File: src/rtl/shift_add_mul.sv
module shift_add_mul #(
  parameter int W = 32
) (
  input  logic           clk,
  input  logic           rst_n,
  input  logic           start,
  input  logic [W-1:0]   mcand,
  input  logic [W-1:0]   mplier,
  output logic           busy,
  output logic           done,
  output logic [2*W-1:0] product
);
  localparam int CW = $clog2(W + 1);

  logic [W-1:0]   mcand_q;
  logic [2*W-1:0] prod_q;
  logic [CW-1:0]  step_q;
  logic           busy_q;
  logic           done_q;

  wire            take    = start && !busy_q;
  wire            last    = step_q == CW'(W - 1);
  wire [W-1:0]    addend  = prod_q[0] ? mcand_q : '0;
  wire [W:0]      sum     = {1'b0, prod_q[2*W-1:W]} + {1'b0, addend};

  always_ff @(posedge clk or negedge rst_n) begin
    if (!rst_n) begin
      mcand_q <= '0;
      prod_q  <= '0;
      step_q  <= '0;
      busy_q  <= 1'b0;
      done_q  <= 1'b0;
    end else begin
      done_q <= 1'b0;
      if (take) begin
        mcand_q <= mcand;
        prod_q  <= {{W{1'b0}}, mplier};
        step_q  <= '0;
        busy_q  <= 1'b1;
      end else if (busy_q) begin
        prod_q <= {sum, prod_q[W-1:1]};
        step_q <= step_q + 1'b1;
        if (last) begin
          busy_q <= 1'b0;
          done_q <= 1'b1;
        end
      end
    end
  end

  assign busy    = busy_q;
  assign done    = done_q;
  assign product = prod_q;


  busy_after_start_chk: assert property (@(posedge clk) disable iff (!rst_n)
    (start && !busy) |=> busy);


  done_single_chk: assert property (@(posedge clk) disable iff (!rst_n)
    done |=> !done);


  done_idle_chk: assert property (@(posedge clk) disable iff (!rst_n)
    done |-> (!busy && $past(busy)));


  operand_hold_chk: assert property (@(posedge clk) disable iff (!rst_n)
    busy |=> $stable(mcand_q));


  product_hold_chk: assert property (@(posedge clk) disable iff (!rst_n)
    (!busy && !start) |=> $stable(product));
endmodule

File: config.mk
export PLATFORM = sky130hd
export DESIGN_NAME = shift_add_mul
export DESIGN_NICKNAME = d
export VERILOG_FILES = /design/src/rtl/shift_add_mul.sv
export SDC_FILE = /design/constraint.sdc
export NUM_CORES = 1
export LEC_CHECK = 0
export ABC_CLOCK_PERIOD_IN_PS = 3300
export CORE_MARGIN = 2
export CORE_UTILIZATION = 35
export DETAILED_ROUTE_END_ITERATION = 10
export DONT_BUFFER_PORTS = 1
export GPL_TIMING_DRIVEN = 0
export PLACE_DENSITY = 0.5
export RECOVER_POWER = 25
export SYNTH_ARGS = -nofsm -noshare
export SYNTH_HDL_FRONTEND = slang
export SYNTH_SLANG_ARGS = --single-unit
File: constraint.sdc
create_clock -name clk -period 3.3 [get_ports clk]
set_input_delay 0.99 -clock clk [delete_from_list [all_inputs] [get_ports clk]]
set_output_delay 0.99 -clock clk [all_outputs]
set_load 0.01 [all_outputs]
==> metrics <==
pin count of the biggest net entering global routing=105; worst-skew pair later-pin latency=roughly 0.37 ns; CTS tree=yes; Port Buffers=0; Setup violations, final=0; # hold bufs at CTS=0; Warnings, synthesis=0; synthesized area=6200 um2; RSZ-0062 raised after global routing=true; GR Util met3=under 10%; grt peak-use layer=met2; GR Util met2=between 20 and 30%; # DRC=0; die width=around 140 um; first-pass GRT wire length=between 20 and 30 mm; core footprint=17300 um2; final wirelength=15.9 mm; FF-to-FF Start=product[0]; max-cap violations=0; Worst Hold Class=primary input to async pin; critical path type=register to register; count leader, synth=nand2_1; grt ovf=0; mux cell area share after synthesis=5.17%; #FFs+latches synth=between 100 and 150; Seq/Total Area, Yosys=around two fifths; share of the synthesized area in the top cell type=around two fifths; multi-input logic area=between 3000 and 4000 um2; CTS sink cnt=~100; fin cells=about 930; clock buffer depth=2; final max-slew violation count=0; utilization after layout=around two fifths; Final Cycle Share=a little over nine tenths; FMAX=roughly 310 MHz; vias per cell=5.21; die area=around 19000 um2; status=finished clean; vias in the first global route=4933; Post-Synth XOR/XNOR Area=4.10%; synth top area cells=dfrtp_1 (42%), nand2_1 (11%), ha_1 (6.7%); CTS root buf=clkbuf_16; startpoint type of the worst setup path=register; Worst path slowest cell=dfrtp_2; register area=~2600 um2; number of synthesized flops with an enable pin=0; Die Height=roughly 140 um; CTS HTree Levels=3; Worst Clk Skew=roughly 0.013 ns; flop2flop setup slack=~0.12 ns; All-Layer GR Usage=approximately 18%; Synth cell types=62; cts bufs inserted=9; vias=roughly 4900; Area Growth Syn to Fin=10.2%; slowest stage delay, CP=about 0.49 ns; Final #Nets=between 800 and 900; Commonest cells post-synth=nand2_1 (177), dfrtp_1 (104), o21ai_0 (67); Synth Area in Simple Gates=between 10% and 20%; I/O Pins=133; initial DRC count=around 260; final-layout fill cell count=~1800; Slew HR=slightly above 50%; DRT antenna net count=0; CP Cell Sequence=and2_1 > ha_1 > inv_1 > fa_1 > nand2b_1 > a21oi_4 > o221ai_2 > a211o_1 > o31ai_4 > a41oi_1 > xor2_1 > o21ai_1; peak supply drop=roughly 460 uV; Adder-Cell Fraction of Synth Area=between 6 and 7%; Initial Util=between 30% and 40%; data arrival time of the worst path=3.41 ns; Compound-Gate Fraction of Synth Area=roughly 18%; total power=7.18 mW; final hold vios=0; worst r2r path cells=12; GR Util met1=a little under a quarter; ys flop type=dfrtp_1; setup TNS=0 ns; Worst Path Required=3.53 ns; HPWL Detailed=11.9 mm; worst slew pin tran=approximately 0.74 ns; clock period minus worst slack=between 3 and 4 ns; cell count after synthesis=between 600 and 700; CTS clk-pin slew, worst paths=about 0.090 ns; drt pass-1 iters=4; Lkg Pwr=3.17 nW; pwr dens=1050 nW/um2; ANT cells=0; initial antenna violation count=0; largest area contributor in the netlist=dfrtp_1; Max FO, Critical Path=7; Rows=48; Async SR Flop Fraction=100%; synthesized area per cell=between 8 and 9 um2; drt wl/cell=roughly 17 um; syn nets=791; gpl congestion=approximately 0.86; share of cells above drive strength 1=7.64%; main combinational cell family by area after synthesis=simple AND/OR/NAND/NOR gates; Inst Count DP=about 920; CP Capture Type=register; RR Endpoint=product[61]
==> metrics by stage <==
step                hold slack (ns)  setup WS (ns)  instance area [um2]
floorplan                     0.437          0.577                 6200
detailed placement            0.458         -0.265                 6480
global route                  0.285        -0.0547                 6840
finish                        0.317          0.119                 6840
global placement              0.455         -0.266                 6480
CTS                           0.301       0.000845                 6800
==> worst max-delay path, delay by kind of cell (launching register included) <==
| kind | cells | cell delay (ns) |
|---|---|---|
| and+or+nand+nor | 2 | 0.41 |
| buffers and inverters | 1 | 0.07 |
| AOI/OAI and AO/OA | 6 | 1.32 |
| DFF | 1 | 0.49 |
| adders and majority gates | 2 | 0.58 |
| xor gates and xnor gates | 1 | 0.19 |
==> kinds of logic after synthesis <==
| kind of cell | count (synthesis) |
|---|---|
| adder cells (fa/ha/maj) | 34 |
| AO/OA/AOI/OAI | 175 |
| multiplexers | 32 |
| flip-flops | 104 |
| XOR/XNOR | 29 |
| buffers and inverters | 52 |
| AND/OR/NAND/NOR | 264 |
==> sequential cells by signal, summed over array words and instances (netlist names) <==
signal and flops:
mcand_q 32, step_q 6, busy 1, done 1, product 64
==> layout make-up <==
type	count	share of cell area, %
Clock inverter	7	1.24
Multi-Input combinational cell	534	49.1
Inverter	14	0.769
Clock buffer	9	3.29
Tap cell	225	4.12
Timing Repair Buffer	1	0.110
Sequential cell	104	38.1
Buffer	38	3.26
==> cells in the final DEF, fill, tap and decap left out, types with 6 or more instances in the layout <==
cell type and instances:
mux2i_1 32, clkbuf_16 9, a22o_1 6, nor2_1 12, nand2b_1 6, nand2_1 177, dfrtp_1 103, clkbuf_1 21
nand3_1 6, inv_1 13, o21ai_1 17, xor2_1 15, a21oi_1 30, nand4_1 8, and2_1 33, o21ai_0 67
xnor2_1 14, a21o_1 11, ha_1 33
==> power by group <==
part           switching, mW  total (mW)  internal, mW
sequential             0.754        2.67          1.92
clock                  0.565        1.11         0.542
combinational           1.92        3.40          1.49
==> how the worst max path moves through the flow <==
stage,slack [ns],endpoint,from,cells past startpoint
after floorplan,0.58,product[61],product[0],11
after global placement,-0.27,product[60],product[0],12
after detailed placement,-0.27,product[61],product[0],11
after CTS,0.0008,product[61],product[0],11
after global routing,-0.05,product[61],product[0],12
final,0.12,product[61],product[0],12
==> metal layers <==
metal | wire, um | up-vias | share of wire, %
met2 | 7200 | 132 | 45
li1 | - | 2407 | -
met3 | 1150 | 21 | 7.3
met5 | 0 | - | 0
met4 | 318 | 0 | 2.0
met1 | 7220 | 2294 | 45
==> what timing repair did <==
| item | CTS | global route |
|---|---|---|
| gates resized for setup | 5 | 7 |
| setup buffers | 0 | 1 |
| endpoints found under the setup margin | 10 | 9 |
| pin swaps | 0 | 1 |
| hold endpoints to repair | 0 | 0 |
Power figures use the tool's default switching activity.
